<file path="src/rtl/i2c_cs_pkg.sv">
package i2c_cs_pkg;
   typedef enum logic [3:0] {
      S_IDLE,
      S_WAITF,
      S_GAP,
      S_STA_A,
      S_STA_B,
      S_HOLD,
      S_RS_A,
      S_RS_B,
      S_SP_A,
      S_SP_B,
      S_SP_C
   } seq_st_e;
endpackage

</file>
<file path="src/rtl/i2c_cs_sync.sv">
module i2c_cs_sync #(
   parameter int STAGES = 2
) (
   input  logic clk,
   input  logic rst_n,
   input  logic d_i,
   output logic q_o
);
   logic [STAGES-1:0] chain_q;

   generate
      if (STAGES < 2) begin : g_bad_stages
         $error("i2c_cs_sync: STAGES must be at least 2");
      end
      for (genvar i = 0; i < STAGES; i++) begin : g_stage
         if (i == 0) begin : g_first
            always_ff @(posedge clk) begin
               if (!rst_n) chain_q[0] <= 1'b1;
               else        chain_q[0] <= d_i;
            end
         end else begin : g_next
            always_ff @(posedge clk) begin
               if (!rst_n) chain_q[i] <= 1'b1;
               else        chain_q[i] <= chain_q[i-1];
            end
         end
      end
   endgenerate

   assign q_o = chain_q[STAGES-1];
endmodule

</file>
<file path="src/rtl/i2c_cs_detect.sv">
module i2c_cs_detect (
   input  logic clk,
   input  logic rst_n,
   input  logic en_i,
   input  logic scl_s_i,
   input  logic sda_s_i,
   input  logic force_free_i,
   output logic start_det_o,
   output logic stop_det_o,
   output logic busy_o
);
   logic scl_d, sda_d, busy_q;

   always_ff @(posedge clk) begin
      if (!rst_n) begin
         scl_d <= 1'b1;
         sda_d <= 1'b1;
      end else begin
         scl_d <= scl_s_i;
         sda_d <= sda_s_i;
      end
   end

   assign start_det_o = scl_d & scl_s_i & sda_d & ~sda_s_i;
   assign stop_det_o  = scl_d & scl_s_i & ~sda_d & sda_s_i;

   always_ff @(posedge clk) begin
      if (!rst_n || !en_i)             busy_q <= 1'b0;
      else if (stop_det_o || force_free_i) busy_q <= 1'b0;
      else if (start_det_o)            busy_q <= 1'b1;
   end

   assign busy_o = busy_q;

   // a START seen on the lines marks the bus busy
   p_busy_on_start_r10: assert property (@(posedge clk) disable iff (!rst_n)
      (en_i && start_det_o && !force_free_i) |=> busy_o);
   // a STOP seen on the lines marks the bus free
   p_free_on_stop_r10: assert property (@(posedge clk) disable iff (!rst_n)
      stop_det_o |=> !busy_o);
endmodule

</file>
<file path="src/rtl/i2c_cs_fsm.sv">
module i2c_cs_fsm
   import i2c_cs_pkg::*;
#(
   parameter int HALF_CNT = 5
) (
   input  logic clk,
   input  logic rst_n,
   input  logic en_i,
   input  logic sta_i,
   input  logic sto_i,
   input  logic addressed_i,
   input  logic byte_done_i,
   input  logic busy_i,
   input  logic stop_det_i,
   output logic scl_pull_o,
   output logic sda_pull_o,
   output logic master_o,
   output logic start_done_o,
   output logic stop_done_o,
   output logic sto_clr_o,
   output logic unaddr_o,
   output logic force_free_o
);
   localparam int CW = $clog2(HALF_CNT + 1);
   localparam logic [CW-1:0] LAST = CW'(HALF_CNT - 1);

   seq_st_e st_q, st_d;
   logic [CW-1:0] cnt_q;
   logic tmr_done, master_q, recover, bus_taken;

   assign tmr_done  = (cnt_q == LAST);
   assign bus_taken = busy_i | addressed_i;
   assign recover   = sto_i & ~master_q &
                      ((st_q == S_IDLE) | (st_q == S_WAITF) | (st_q == S_GAP));

   always_comb begin
      st_d = st_q;
      unique case (st_q)
         S_IDLE:  if (recover)                 st_d = S_IDLE;
                  else if (sta_i)              st_d = bus_taken ? S_WAITF : S_STA_A;
         S_WAITF: if (recover || !sta_i)       st_d = S_IDLE;
                  else if (!bus_taken)         st_d = S_GAP;
         S_GAP:   if (recover || !sta_i)       st_d = S_IDLE;
                  else if (bus_taken)          st_d = S_WAITF;
                  else if (tmr_done)           st_d = S_STA_A;
         S_STA_A: if (tmr_done)                st_d = S_STA_B;
         S_STA_B: if (tmr_done)                st_d = S_HOLD;
         S_HOLD:  if (sto_i)                   st_d = S_SP_A;
                  else if (sta_i && byte_done_i) st_d = S_RS_A;
         S_RS_A:  if (tmr_done)                st_d = S_RS_B;
         S_RS_B:  if (tmr_done)                st_d = S_STA_A;
         S_SP_A:  if (tmr_done)                st_d = S_SP_B;
         S_SP_B:  if (tmr_done)                st_d = S_SP_C;
         S_SP_C:  if (stop_det_i)              st_d = sta_i ? S_GAP : S_IDLE;
         default:                              st_d = S_IDLE;
      endcase
   end

   always_ff @(posedge clk) begin
      if (!rst_n || !en_i) begin
         st_q  <= S_IDLE;
         cnt_q <= '0;
      end else begin
         st_q  <= st_d;
         cnt_q <= (st_d != st_q) ? '0 : (tmr_done ? cnt_q : cnt_q + 1'b1);
      end
   end

   always_ff @(posedge clk) begin
      if (!rst_n || !en_i)  master_q <= 1'b0;
      else if (stop_done_o) master_q <= 1'b0;
      else if (start_done_o) master_q <= 1'b1;
   end

   assign scl_pull_o = (st_q == S_STA_B) | (st_q == S_HOLD) |
                       (st_q == S_RS_A)  | (st_q == S_SP_A);
   assign sda_pull_o = (st_q == S_STA_A) | (st_q == S_STA_B) | (st_q == S_HOLD) |
                       (st_q == S_SP_A)  | (st_q == S_SP_B);
   assign master_o     = master_q;
   assign start_done_o = (st_q == S_STA_B) & tmr_done;
   assign stop_done_o  = (st_q == S_SP_C) & stop_det_i;
   assign sto_clr_o    = recover | stop_done_o;
   assign unaddr_o     = recover;
   assign force_free_o = recover;

   // disabled port is silent one cycle later
   p_off_quiet_r1: assert property (@(posedge clk) disable iff (!rst_n)
      !en_i |=> (!scl_pull_o && !sda_pull_o && !master_o));
   // idle request on a free bus opens a START at the next cycle
   p_free_start_r2: assert property (@(posedge clk) disable iff (!rst_n)
      (en_i && st_q == S_IDLE && sta_i && !sto_i && !bus_taken) |=> (sda_pull_o && !scl_pull_o));
   // a fresh (non-repeated) START only follows a free bus
   p_start_needs_free_r3: assert property (@(posedge clk) disable iff (!rst_n)
      ($rose(sda_pull_o) && !scl_pull_o && !master_q) |-> $past(!bus_taken));
   // master holds both lines while nothing is requested
   p_hold_r6: assert property (@(posedge clk) disable iff (!rst_n)
      (en_i && st_q == S_HOLD && !sto_i && !(sta_i && byte_done_i)) |=> (scl_pull_o && sda_pull_o));
   // own STOP leaves a free bus and no mastership
   p_stop_frees_r7: assert property (@(posedge clk) disable iff (!rst_n)
      stop_done_o |=> (!busy_i && !master_o));
   // slave recovery drives nothing and frees the bus view
   p_recover_silent_r8: assert property (@(posedge clk) disable iff (!rst_n)
      recover |-> (!scl_pull_o && !sda_pull_o));
   p_recover_free_r8: assert property (@(posedge clk) disable iff (!rst_n)
      (en_i && recover) |=> !busy_i);
endmodule

</file>
<file path="src/rtl/i2c_cond_seq.sv">
module i2c_cond_seq #(
   parameter int HALF_CNT    = 5,
   parameter int SYNC_STAGES = 2
) (
   input  logic clk,
   input  logic rst_n,
   input  logic en_i,
   input  logic sta_i,
   input  logic sto_i,
   input  logic slave_addr_i,
   input  logic byte_done_i,
   input  logic scl_i,
   input  logic sda_i,
   output logic scl_pull_o,
   output logic sda_pull_o,
   output logic busy_o,
   output logic master_o,
   output logic start_done_o,
   output logic stop_done_o,
   output logic sto_clr_o,
   output logic unaddr_o
);
   generate
      if (HALF_CNT < SYNC_STAGES + 2) begin : g_bad_half
         $error("i2c_cond_seq: HALF_CNT must exceed the line detection latency");
      end
   endgenerate

   logic scl_s, sda_s, start_det, stop_det, busy, force_free;

   i2c_cs_sync #(.STAGES(SYNC_STAGES)) u_scl_sync (
      .clk(clk), .rst_n(rst_n), .d_i(scl_i), .q_o(scl_s));
   i2c_cs_sync #(.STAGES(SYNC_STAGES)) u_sda_sync (
      .clk(clk), .rst_n(rst_n), .d_i(sda_i), .q_o(sda_s));

   i2c_cs_detect u_detect (
      .clk(clk), .rst_n(rst_n), .en_i(en_i),
      .scl_s_i(scl_s), .sda_s_i(sda_s), .force_free_i(force_free),
      .start_det_o(start_det), .stop_det_o(stop_det), .busy_o(busy));

   i2c_cs_fsm #(.HALF_CNT(HALF_CNT)) u_fsm (
      .clk(clk), .rst_n(rst_n), .en_i(en_i),
      .sta_i(sta_i), .sto_i(sto_i), .addressed_i(slave_addr_i),
      .byte_done_i(byte_done_i), .busy_i(busy), .stop_det_i(stop_det),
      .scl_pull_o(scl_pull_o), .sda_pull_o(sda_pull_o), .master_o(master_o),
      .start_done_o(start_done_o), .stop_done_o(stop_done_o),
      .sto_clr_o(sto_clr_o), .unaddr_o(unaddr_o), .force_free_o(force_free));

   assign busy_o = busy;
endmodule

</file>
<file path="config.mk">
export PLATFORM = sky130hd
export DESIGN_NAME = i2c_cond_seq
export DESIGN_NICKNAME = d
export VERILOG_FILES = /design/src/rtl/i2c_cs_pkg.sv /design/src/rtl/i2c_cs_sync.sv /design/src/rtl/i2c_cs_detect.sv /design/src/rtl/i2c_cs_fsm.sv /design/src/rtl/i2c_cond_seq.sv
export SDC_FILE = /design/constraint.sdc
export NUM_CORES = 1
export LEC_CHECK = 0
export BUFFER_PORTS_ARGS = -buffer_cell sky130_fd_sc_hd__buf_2
export CAP_MARGIN = 5
export CORE_MARGIN = 2
export CORE_UTILIZATION = 35
export CTS_BUF_LIST = sky130_fd_sc_hd__clkbuf_4 sky130_fd_sc_hd__clkbuf_8
export DETAILED_ROUTE_END_ITERATION = 6
export GPL_ROUTABILITY_DRIVEN = 0
export PLACE_DENSITY = 0.63
export RECOVER_POWER = 50
export SETUP_SLACK_MARGIN = 0.4
export SLEW_MARGIN = 40
export SYNTH_ARGS = -nofsm -noshare
export SYNTH_HDL_FRONTEND = slang
export SYNTH_HIERARCHICAL = 1
export SYNTH_SLANG_ARGS = --single-unit
</file>
<file path="constraint.sdc">
create_clock -name clk -period 2.7 [get_ports clk]
set_clock_uncertainty 0.2 [all_clocks]
set_input_delay 0 -clock clk [delete_from_list [all_inputs] [get_ports clk]]
set_output_delay 0 -clock clk [all_outputs]
set_load 0.01 [all_outputs]
</file>
# [Word-level counts from Yosys, hierarchy flattened]
# Cells that the tools add are included.
[classes] n_mul=0 n_bitwise=23 shifts=0 reduce_logical=11 add_sub_neg=1 n_mux=18 n_eq_ne=12 div_mod_pow=0 magnitude_cmp=0
[ops] op="$mux W4" n=15
[ops] op="$pmux W4 S11" n=1
[ops] op="$eq A4 B3 Y1 const B" n=4
[ops] op="$eq A4 B4 Y1 const B" n=3
[ops] op="$or A1 B1 Y1" n=11
[ops] op="$and A1 B1 Y1" n=9
[ops] op="$eq A4 B2 Y1 const B" n=2
[ops] op="$reduce_or A2 Y1" n=3
[ops] op="$eq A4 B1 Y1 const B" n=1
[ops] op="$logic_not A4 Y1" n=1
[ops] op="$mux W2" n=2
[ops] op="$ne A4 B4 Y1" n=1
[ops] op="$add A3 B1 Y3 const B" n=1
[ops] op="$eq A3 B3 Y1 const B" n=1
[ops] op="$logic_not A1 Y1" n=3
[ops] op="$logic_or A1 B1 Y1" n=3
[ops] op="$not A1 Y1" n=3
[ops] op="$logic_and A1 B1 Y1" n=1
[totals] output_inout_bits=8 wordCells=75 input_bits=9 reg_bits=15 latch_bits=0 mem_bits_ro=0 mem_count=0 mem_bits_rw=0

# [Logic depth before layout (Yosys ltp)]
[depth] ltp_word=9 mapped_depth=9 ltp_nobuf=8

# [Hierarchy]
# Netlist, hierarchy kept.
[by_module_without_submodules] mod="i2c_cs_fsm" area_each_um2=794.5 seq_area_each_um2=160.2 cells_per_inst=100 instances=1
[by_module_without_submodules] mod="i2c_cs_detect" area_each_um2=117.6 seq_area_each_um2=60.1 cells_per_inst=11 instances=1
[by_module_without_submodules] mod="i2c_cs_sync" area_each_um2=52.6 seq_area_each_um2=40.0 cells_per_inst=4 instances=2

# [Least setup slack after synthesis]
# OpenSTA, ideal clock, no wires.
[synth_timing] path_kind="reg-to-reg" from="reg u_fsm.cnt_q[0]" to="reg u_fsm.cnt_q[0]" arrival_time_ps=1654 n_path_buf=1 synth_period_minus_slack_ps=1932 required_time_ps=2422 setup_slack_ps=768 setup_ps=78 path_stages_with_launch=10 path_cell_list="dfxtp_1 -> inv_1 -> ha_1 -> and2_1 -> buf_6 -> a31oi_1 -> a22oi_1 -> a311oi_1 -> o21ai_2 -> nor3_1"
[synth_between] elab_chain_len=7 elab_cells_between_ends=13 classes_between="add/sub (1); eq/ne (2); mux (9); reduce/logical (1)"
[synth_lines] element="start: declaration" line="i2c_cs_fsm.sv:28" text="logic [CW-1:0] cnt_q;"
[synth_lines] element="start signal: assignment" line="i2c_cs_fsm.sv:65" text="cnt_q <= (st_d != st_q) ? '0 : (tmr_done ? cnt_q : cnt_q + 1'b1);"
[synth_lines] element="$eq A3 B3 Y1" line="i2c_cs_fsm.sv:31" text="assign tmr_done = (cnt_q == LAST);"
[synth_lines] element="$mux W4" line="i2c_cs_fsm.sv:45, i2c_cs_fsm.sv:51"
[synth_lines] element="$mux W4" line="i2c_cs_fsm.sv:44" text="else if (bus_taken) st_d = S_WAITF;"
[synth_lines] element="$mux W4" line="i2c_cs_fsm.sv:43" text="S_GAP: if (recover || !sta_i) st_d = S_IDLE;"
[synth_lines] element="$pmux W4 S11" line="i2c_cs_fsm.sv:38" text="unique case (st_q)"
[synth_lines] element="$ne A4 B4 Y1" line="i2c_cs_fsm.sv:65"
[synth_lines] element="$reduce_or A2 Y1 (no line)"
# Parallel ways exist; a longest one is shown, timed or not.
# A chain may end at the register's enable or synchronous reset.

# [Worst setup path after layout]
[layout_timing] from="reg u_fsm.cnt_q[0]" to="reg u_fsm.cnt_q[1]"
# Same word-level chain as after synthesis.

==> flow_metrics.env <==
export IMPL_root_buffer="clkbuf_4"
export IMPL_r2r_worst_path_cells=8
export IMPL_io_pins=17
export IMPL_final_layout_size_suffix_gt1_share_pct=23.2
export IMPL_grt_pass1_wl_um=3750
export IMPL_syn_area_um2=1010
export IMPL_status="finished, final reports clean"
export IMPL_vias_per_cell=5.47
export IMPL_setup_viol=0
export IMPL_worstPathArrival_ns=2.12
export IMPL_synth_cells=118
export IMPL_rsz0062_at_grt="false"
export IMPL_maxSlewViolCount=0
export IMPL_design_area_um2=1160
export IMPL_portBuffers=16
export IMPL_htreeDepth=1
export IMPL_dpl_instance_area_um2=1060
export IMPL_setup_tns_ns=0
export IMPL_fin_crit_sh_pct=78.3
export IMPL_post_cts_buffers=0
export IMPL_synth_nets=129
export IMPL_grt_pass1_vias=834
export IMPL_initial_core_util_pct=36.8
export IMPL_leakage_nw=0.430
export IMPL_die_y_um=57.8
export IMPL_utilization_pct=41.9
export IMPL_clock_sinks=15
export IMPL_power_density_nw_per_um2=360
export IMPL_nNetsFinal=150
export IMPL_fillerInstances=276
export IMPL_antennaDiodeCount=0
export IMPL_grt_max_degree=21
export IMPL_wl_per_cell_um=12.8
export IMPL_crit_required_ns=2.71
export IMPL_clock_latency_ns=0.28
export IMPL_slew_limit_headroom_pct=70.4
export IMPL_vias=925
export IMPL_total_power_mw=0.416
export IMPL_yosys_warnings=6
export IMPL_drtIter0Drc=26
export IMPL_hold_violations=0
export IMPL_clk_pin_slew_ns=0.09
export IMPL_critPathKind="flip-flop to flip-flop"
export IMPL_postRouteAntennaNets=0
export IMPL_syn_to_final_growth_pct=14.1
export IMPL_cap_violations=0
export IMPL_start_kind="flip-flop"
export IMPL_layout_common_cells="dfxtp_1, buf_2, nand2b_1, nor2_1, o21ai_0"
export IMPL_syn_avg_cell_area_um2=8.59
export IMPL_crit_fanout=7
export IMPL_cts_tree="built"
export IMPL_grt_ovfl_total=0
export IMPL_row_count=19
export IMPL_r2r_start="u_fsm/cnt_q[0]$_SDFFE_PP0N_"
export IMPL_fin_crit_ns=2.11
export IMPL_crit_path_start="u_fsm/cnt_q[0]$_SDFFE_PP0N_"
export IMPL_drc_errors=0
export IMPL_r2r_slack_ns=0.59
export IMPL_core_area_um2=2760
export IMPL_fmax_mhz=473
export IMPL_endpoint="u_fsm/cnt_q[1]$_SDFFE_PP0N_"
export IMPL_detailed_place_hpwl_um=1550
export IMPL_worst_pin_slew_ns=0.444
export IMPL_r2r_end="u_fsm/cnt_q[1]$_SDFFE_PP0N_"
export IMPL_layout_commonest_cell="dfxtp_1"
export IMPL_first_pass_iters=4
export IMPL_grt_usage_pct=14.5
export IMPL_dieArea_um2=3340
export IMPL_wirelength_um=2170
export IMPL_end_kind="flip-flop"
export IMPL_min_path_cells=6
export IMPL_cts_inserted_buffers=3
export IMPL_cts_max_path_buffers=2
export IMPL_max_vdd_ir_drop_v=0.000259
export IMPL_die_x_um=57.8
export IMPL_hold_class="input pin to flip-flop"
export IMPL_grt_antenna_before_repair=0
-- worst max-delay path, stage by stage (launching register included) --
cell	delay, ns
dfxtp_1	0.34
inv_1	0.07
ha_1	0.23
and2_1	0.27
a31oi_1	0.21
a22oi_1	0.11
a311oi_2	0.30
o21ai_2	0.11
nor3_1	0.20
-- layout make-up --
class                           count  area (um^2)  area share [%]
Sequential cell                    15          302            26.1
Multi-Input combinational cell     91          619            53.6
Tap cell                           31         38.8            3.35
Clock buffer                        3         22.5            1.95
Timing Repair Buffer               24          154            13.3
Inverter                            4         15.0            1.30
Clock inverter                      1         5.00           0.433
-- sequential cells by signal (all words and copies together), names as in the netlist --
register            count
u_scl_sync/chain_q      1
u_detect/scl_d          1
u_fsm/st_q              4
u_detect/busy_o         1
u_detect/sda_d          1
u_sda_sync/chain_q      1
u_fsm/cnt_q             3
u_sda_sync/q_o          1
u_scl_sync/q_o          1
u_fsm/master_o          1
-- per-layer routing --
| metal | vias up | global-route usage [%] | share of wire (%) | routed length, um |
|---|---|---|---|---|
| met2 | 31 | 21.9 | 45 | 969 |
| li1 | 471 | - | - | - |
| met3 | 4 | 5.58 | 7.4 | 160 |
| met5 | - | 0 | 0 | 0 |
| met4 | 0 | 3.65 | 1.1 | 23 |
| met1 | 419 | 19.3 | 47 | 1020 |
-- worst min path at each step --
stage                start                          endpoint  slack (ns)
3_3_place_gp         scl_i  u_scl_sync/chain_q[0]$_SDFF_PN1_       -0.02
5_1_grt        byte_done_i          u_fsm/st_q[0]$_SDFF_PP0_        0.14
3_5_place_dp         sda_i  u_sda_sync/chain_q[0]$_SDFF_PN1_       -0.01
4_1_cts        byte_done_i          u_fsm/st_q[0]$_SDFF_PP0_        0.08
6_report       byte_done_i          u_fsm/st_q[0]$_SDFF_PP0_        0.10
2_1_floorplan        rst_n  u_scl_sync/chain_q[0]$_SDFF_PN1_       -0.13
-- report_power, final --
part	switching (mW)	leakage (nW)	internal (mW)
Combinational	0.0264	0.290	0.0281
Clock	0.0741	0.0177	0.0550
Sequential	0.00542	0.123	0.227
-- stage by stage --
step / hold WS (ns) / setup slack [ns] / std cells
after global routing: 0.145 / 0.437 / 169
after CTS: 0.0844 / 0.545 / 169
after global placement: -0.0182 / 0.593 / 158
final: 0.101 / 0.587 / 169
after detailed placement: -0.0149 / 0.557 / 158
after floorplan: -0.127 / 0.768 / 118
-- timing repair --
item / 4_1_cts / 5_1_grt
hold buffers: 7 / 0
endpoints found under the hold margin: 15 / 0
endpoints found under the setup margin: 0 / 1
gates resized for setup: 0 / 2
(Power assumes the default switching activity.)
